--- src/rtl/t43_pkg.sv ---
package t43_pkg;
  localparam int NIB_W  = 4;
  localparam int SYM_W  = 2;
  localparam int TRI_N  = 3;
  localparam int TRI_W  = SYM_W * TRI_N;
  localparam int LVL_W  = 2;
  localparam int N_NIB  = 1 << NIB_W;

  localparam logic [SYM_W-1:0] SP = 2'b01;
  localparam logic [SYM_W-1:0] SZ = 2'b00;
  localparam logic [SYM_W-1:0] SN = 2'b11;

  typedef logic [TRI_W-1:0] tri_t;

  // Positive-weight (or sole zero-weight) codeword of a nibble
  function automatic tri_t code_pos(input logic [NIB_W-1:0] n);
    case (n)
      4'h0: return {SP, SZ, SP};
      4'h1: return {SZ, SN, SP};
      4'h2: return {SP, SN, SZ};
      4'h3: return {SZ, SZ, SP};
      4'h4: return {SN, SP, SZ};
      4'h5: return {SZ, SP, SP};
      4'h6: return {SN, SP, SP};
      4'h7: return {SN, SZ, SP};
      4'h8: return {SP, SZ, SZ};
      4'h9: return {SP, SN, SP};
      4'hA: return {SP, SP, SN};
      4'hB: return {SP, SZ, SN};
      4'hC: return {SP, SP, SP};
      4'hD: return {SZ, SP, SZ};
      4'hE: return {SZ, SP, SN};
      default: return {SP, SP, SZ};
    endcase
  endfunction

  // Negative-weight (or sole zero-weight) codeword of a nibble
  function automatic tri_t code_neg(input logic [NIB_W-1:0] n);
    case (n)
      4'h0: return {SZ, SN, SZ};
      4'h1: return {SZ, SN, SP};
      4'h2: return {SP, SN, SZ};
      4'h3: return {SN, SN, SZ};
      4'h4: return {SN, SP, SZ};
      4'h5: return {SN, SZ, SZ};
      4'h6: return {SN, SN, SP};
      4'h7: return {SN, SZ, SP};
      4'h8: return {SZ, SN, SN};
      4'h9: return {SN, SN, SN};
      4'hA: return {SP, SN, SN};
      4'hB: return {SP, SZ, SN};
      4'hC: return {SN, SP, SN};
      4'hD: return {SN, SZ, SN};
      4'hE: return {SZ, SP, SN};
      default: return {SZ, SZ, SN};
    endcase
  endfunction

  // Sum of the symbol levels of a triplet
  function automatic logic signed [3:0] tri_weight(input tri_t t);
    logic signed [3:0] acc;
    acc = 4'sd0;
    for (int k = 0; k < TRI_N; k++) begin
      if (t[k*SYM_W +: SYM_W] == SP) acc = acc + 4'sd1;
      else if (t[k*SYM_W +: SYM_W] == SN) acc = acc - 4'sd1;
    end
    return acc;
  endfunction
endpackage

--- src/rtl/t43_sel.sv ---
module t43_sel
  import t43_pkg::*;
(
  input  logic [NIB_W-1:0]  nib_i,
  input  logic [LVL_W-1:0]  lvl_i,
  output tri_t              code_o,
  output logic signed [3:0] lvl_nx_o
);
  tri_t              cp, cn;
  logic signed [3:0] wp, wn, lvl_s;
  logic              use_pos;

  always_comb begin
    cp      = code_pos(nib_i);
    cn      = code_neg(nib_i);
    wp      = tri_weight(cp);
    wn      = tri_weight(cn);
    lvl_s   = $signed({2'b00, lvl_i});
    // levels 0..3 stand for disparity 1..4
    use_pos = (lvl_s + wp) <= 4'sd3;
    code_o  = use_pos ? cp : cn;
    lvl_nx_o = lvl_s + (use_pos ? wp : wn);
  end
endmodule

--- src/rtl/t43_enc.sv ---
module t43_enc
  import t43_pkg::*;
(
  input  logic             clk,
  input  logic             rst,
  input  logic             in_valid,
  output logic             in_ready,
  input  logic [NIB_W-1:0] in_nib,
  input  logic             out_ready,
  output logic             out_valid,
  output tri_t             out_sym,
  input  logic             ld,
  input  logic [LVL_W-1:0] ld_val
);
  logic              hold_v;
  tri_t              hold_sym;
  logic [LVL_W-1:0]  lvl_q, lvl_eff;
  tri_t              code;
  logic signed [3:0] lvl_nx;
  logic              acc;

  assign in_ready  = !rst && (!hold_v || out_ready);
  assign acc       = in_valid && in_ready;
  assign lvl_eff   = ld ? ld_val : lvl_q;
  assign out_valid = hold_v;
  assign out_sym   = hold_sym;

  t43_sel u_sel (
    .nib_i    (in_nib),
    .lvl_i    (lvl_eff),
    .code_o   (code),
    .lvl_nx_o (lvl_nx)
  );

  always_ff @(posedge clk) begin
    if (rst) begin
      hold_v   <= 1'b0;
      hold_sym <= '0;
      lvl_q    <= '0;
    end else if (acc) begin
      hold_v   <= 1'b1;
      hold_sym <= code;
      lvl_q    <= lvl_nx[LVL_W-1:0];
    end else begin
      lvl_q <= lvl_eff;
      if (out_ready) hold_v <= 1'b0;
    end
  end

  AST_LEVEL_RANGE: assert property (@(posedge clk) disable iff (rst)
    acc |-> (lvl_nx >= 4'sd0 && lvl_nx <= 4'sd3)) else $error("level range");
  AST_LEVEL_STEP: assert property (@(posedge clk) disable iff (rst)
    acc |=> ($signed({2'b00, lvl_q}) == $signed({2'b00, $past(lvl_eff)}) + tri_weight(out_sym)))
    else $error("level step");
  AST_HOLD_STABLE: assert property (@(posedge clk) disable iff (rst)
    (out_valid && !out_ready) |=> (out_valid && $stable(out_sym))) else $error("hold");
  AST_NO_ZERO_TRI: assert property (@(posedge clk) disable iff (rst)
    out_valid |-> (out_sym != '0)) else $error("zero triplet");
  AST_NO_BAD_SYM: assert property (@(posedge clk) disable iff (rst)
    out_valid |-> (out_sym[5:4] != 2'b10 && out_sym[3:2] != 2'b10 && out_sym[1:0] != 2'b10))
    else $error("bad symbol");
endmodule

--- src/rtl/t43_dec.sv ---
module t43_dec
  import t43_pkg::*;
(
  input  logic             clk,
  input  logic             rst,
  input  logic             in_valid,
  input  tri_t             in_sym,
  output logic             out_valid,
  output logic [NIB_W-1:0] out_nib,
  output logic             out_viol
);
  logic [N_NIB-1:0] hit;
  logic [TRI_N-1:0] bad_sym;
  logic [NIB_W-1:0] nib_c;
  logic             viol_c;

  for (genvar i = 0; i < N_NIB; i++) begin : g_match
    assign hit[i] = (in_sym == code_pos(NIB_W'(i))) || (in_sym == code_neg(NIB_W'(i)));
  end

  for (genvar k = 0; k < TRI_N; k++) begin : g_sym
    assign bad_sym[k] = (in_sym[k*SYM_W +: SYM_W] == 2'b10);
  end

  always_comb begin
    nib_c = '0;
    for (int i = 0; i < N_NIB; i++)
      if (hit[i]) nib_c = nib_c | NIB_W'(i);
    viol_c = (hit == '0) || (|bad_sym);
  end

  always_ff @(posedge clk) begin
    if (rst) begin
      out_valid <= 1'b0;
      out_nib   <= '0;
      out_viol  <= 1'b0;
    end else begin
      out_valid <= in_valid;
      out_viol  <= in_valid && viol_c;
      if (in_valid) out_nib <= viol_c ? '0 : nib_c;
    end
  end

  AST_DEC_LATENCY: assert property (@(posedge clk) disable iff (rst)
    in_valid |=> out_valid) else $error("latency");
  AST_DEC_IDLE: assert property (@(posedge clk) disable iff (rst)
    !in_valid |=> (!out_valid && !out_viol)) else $error("idle");
  AST_ZERO_FLAGGED: assert property (@(posedge clk) disable iff (rst)
    (in_valid && in_sym == '0) |=> out_viol) else $error("zero not flagged");
  AST_VIOL_NIB_ZERO: assert property (@(posedge clk) disable iff (rst)
    (out_valid && out_viol) |-> (out_nib == '0)) else $error("viol nibble");
endmodule

--- src/rtl/t43_codec.sv ---
module t43_codec
  import t43_pkg::*;
(
  input  logic       clk,
  input  logic       rst,
  input  logic       tx_valid,
  output logic       tx_ready,
  input  logic [3:0] tx_nibble,
  input  logic       tx_sym_ready,
  output logic       tx_sym_valid,
  output logic [5:0] tx_sym,
  input  logic       rd_load,
  input  logic [1:0] rd_load_val,
  input  logic       rx_valid,
  input  logic [5:0] rx_sym,
  output logic       rx_nib_valid,
  output logic [3:0] rx_nibble,
  output logic       rx_viol
);
  t43_enc u_enc (
    .clk       (clk),
    .rst       (rst),
    .in_valid  (tx_valid),
    .in_ready  (tx_ready),
    .in_nib    (tx_nibble),
    .out_ready (tx_sym_ready),
    .out_valid (tx_sym_valid),
    .out_sym   (tx_sym),
    .ld        (rd_load),
    .ld_val    (rd_load_val)
  );

  t43_dec u_dec (
    .clk       (clk),
    .rst       (rst),
    .in_valid  (rx_valid),
    .in_sym    (rx_sym),
    .out_valid (rx_nib_valid),
    .out_nib   (rx_nibble),
    .out_viol  (rx_viol)
  );
endmodule

--- config.mk ---
export PLATFORM = sky130hd
export DESIGN_NAME = t43_codec
export DESIGN_NICKNAME = d
export VERILOG_FILES = /design/src/rtl/t43_pkg.sv /design/src/rtl/t43_sel.sv /design/src/rtl/t43_enc.sv /design/src/rtl/t43_dec.sv /design/src/rtl/t43_codec.sv
export SDC_FILE = /design/constraint.sdc
export NUM_CORES = 1
export LEC_CHECK = 0
export BUFFER_PORTS_ARGS = -buffer_cell sky130_fd_sc_hd__buf_2
export CELL_PAD_IN_SITES_DETAIL_PLACEMENT = 1
export CELL_PAD_IN_SITES_GLOBAL_PLACEMENT = 1
export CORE_ASPECT_RATIO = 1.25
export CORE_MARGIN = 3
export CORE_UTILIZATION = 43
export CTS_CLUSTER_SIZE = 40
export DETAILED_ROUTE_END_ITERATION = 16
export PLACE_DENSITY = 0.84
export SETUP_SLACK_MARGIN = 0.3
export SYNTH_ARGS = -nofsm -noshare
export SYNTH_HDL_FRONTEND = slang
export SYNTH_HIERARCHICAL = 1
export SYNTH_SLANG_ARGS = --single-unit
--- constraint.sdc ---
create_clock -name clk -period 7.2 [get_ports clk]
set_clock_uncertainty 0.2 [all_clocks]
set_input_delay 1.08 -clock clk [delete_from_list [all_inputs] [get_ports clk]]
set_output_delay 1.08 -clock clk [all_outputs]
set_load 0.02 [all_outputs]
==> metrics <==
multi-input logic area 0.00139 mm2; Worst EP required 7.17 ns; Initial Util 45.3%; worst skew pair latency 0.24 ns; max incr delay on CP 0.53 ns; total congestion overflow 0; vias in the first global route 1586; static leakage 0.948 nW; most frequent cells in the layout buf_2, nor2_1, inv_1, dfxtp_1; Peak supply drop 0.0606 mV; sequential power share 28.4%; first-pass GRT wire length 7.47 mm; TritonCTS clock tree done; Num CTS Buffers 3; Post-Syn Area 0.00187 mm2; Reg clk slew, reported paths 0.06 ns; initial DRC count 100; most common cell after layout, fill and taps aside buf_2; Syn Inst Count 213; Crit-path slowest cell or4b_4; Routed WL per cell 15.0 um; Reg area 300 um2; Pwr Total 0.000344 W; worst min-delay path class reg2reg; clock buffer depth 2; Hold-fix buffers, CTS 0; relative slew slack 68.2%; Area Overhead vs Synth 7.68%; Critical Path Sink Type flop; Max-cap violations 0; die height 79.8 um; CTS resizes 0; largest net degree at the start of global routing 26; Tot GR Track Use 18.0%; DRT Pass-1 Iters 4; fmax 164 MHz; Post-DRT Antenna Nets 0; CP Launch Type primary input; WL final 4.34 mm; post-DP HPWL 3.44 mm; core area 0.00413 mm2; Sw Share 37.7%; DR DRC count 0; Post-CTS Setup Bufs 0; crit-path cells buf_2 -> inv_1 -> ha_1 -> and2b_2 -> o21a_1 -> nor4_1 -> a21oi_1 -> o21ai_0 -> inv_1 -> ha_1 -> a221oi_1 -> ha_1 -> nand2_1 -> or4b_4 -> o211ai_4 -> xor2_2 -> mux2i_4 -> mux2_4 -> fa_1 -> inv_1 -> mux2i_1; I/O pin count 32; post-synthesis net count 244; CP Max Fanout 8; RSZ-0062 raised after global routing false; Post-Syn Area per Cell 8.79 um2; P_sw 0.000129 W; Slew @ Worst Pin 0.478 ns; Int Pwr 0.000214 W; fill count 514; Die W 65.0 um; GP Congestion 0.793; Site Rows 26; vias 1564; initial antenna violation count 0; clk sinks 15; port bufs 31; # H-tree levels 1; final hold vios 0; n_diodes 0; Final period util 84.9%; share of post-route cells with drive strength above 1 28.3%; Via density 5.41; status complete, no violations; total negative slack 0 ns; Worst EP arrival 6.08 ns; count of final setup violators 0; Tmin final 6.11 ns; critical path class in2reg; Power Density 170 mW/mm2; Nets 265; YS warnings 6; Die ar. 0.00519 mm2; CTS Root Cell clkbuf_8; Comb pwr share 52.2%; Clock power frac 19.4%; Final Max Slew Viols 0
==> power by group through the flow <==
stage	combinational, W	clock, W	sequential (W)
2_1_floorplan	0.000136	0	0.000108
3_3_place_gp	0.000172	0	0.0000985
3_5_place_dp	0.000179	0	0.0000994
4_1_cts	0.000180	0.0000679	0.0000979
5_1_grt	0.000199	0.0000720	0.0000988
6_report	0.000179	0.0000667	0.0000976
==> final cells by class <==
class                           instances  area share, %
Clock buffer                            4           2.23
Inverter                               15           2.79
Tap cell                               56           3.47
Sequential cell                        15           14.9
Timing Repair Buffer                   31           7.69
Multi-Input combinational cell        168           68.9
==> critical path: cells and delay by family <==
| family | cells | cell delay [ns] |
|---|---|---|
| xor+xnor | 1 | 0.23 |
| buf+inv | 4 | 0.46 |
| mux | 3 | 0.95 |
| fa+ha+maj | 4 | 1.26 |
| simple gates | 4 | 1.07 |
| compound gates | 5 | 1.02 |
==> state kept, by name, summed over array words and instances (netlist names) <==
name / cells
u_enc/out_sym: 6
u_dec/out_nib: 4
u_enc/lvl_q: 2
u_dec/out_valid: 1
u_dec/out_viol: 1
u_enc/out_valid: 1
==> layer usage <==
metal  GRT usage [%]  vias to the layer above  part of all wire [%]
met2            32.9                       27                    52
met3            1.41                        6                   2.8
met5               0                        -                     0
li1                -                      787                     -
met1            22.0                      744                    44
met4            5.81                        0                   1.2
==> worst paths after layout <==
| path | start | to | slack (ns) | depth (start not counted) |
|---|---|---|---|---|
| worst max-delay path | tx_nibble[0] | u_enc/lvl_q[1] | 1.09 | 21 |
| worst min-delay path | u_dec/out_nib[2] | u_dec/out_nib[2] | 0.30 | 2 |
| worst max register to register | u_enc/lvl_q[1] | u_enc/lvl_q[1] | 3.59 | 11 |
| worst min register to register | u_dec/out_nib[2] | u_dec/out_nib[2] | 0.30 | 2 |
==> per-stage QoR <==
stage | hold WS [ns] | instance area [um2] | worst slack [ns] | instances | utilization (%)
final | 0.303 | 2020 | 1.09 | 289 | 48.8
after global routing | 0.328 | 2020 | 0.630 | 289 | 48.8
after CTS | 0.303 | 2020 | 1.10 | 289 | 48.8
after detailed placement | 0.295 | 1970 | 0.868 | 285 | 47.7
after global placement | 0.280 | 1970 | 1.15 | 285 | 47.7
after floorplan | 0.351 | 1870 | 1.33 | 213 | -
(Power assumes the default switching activity.)
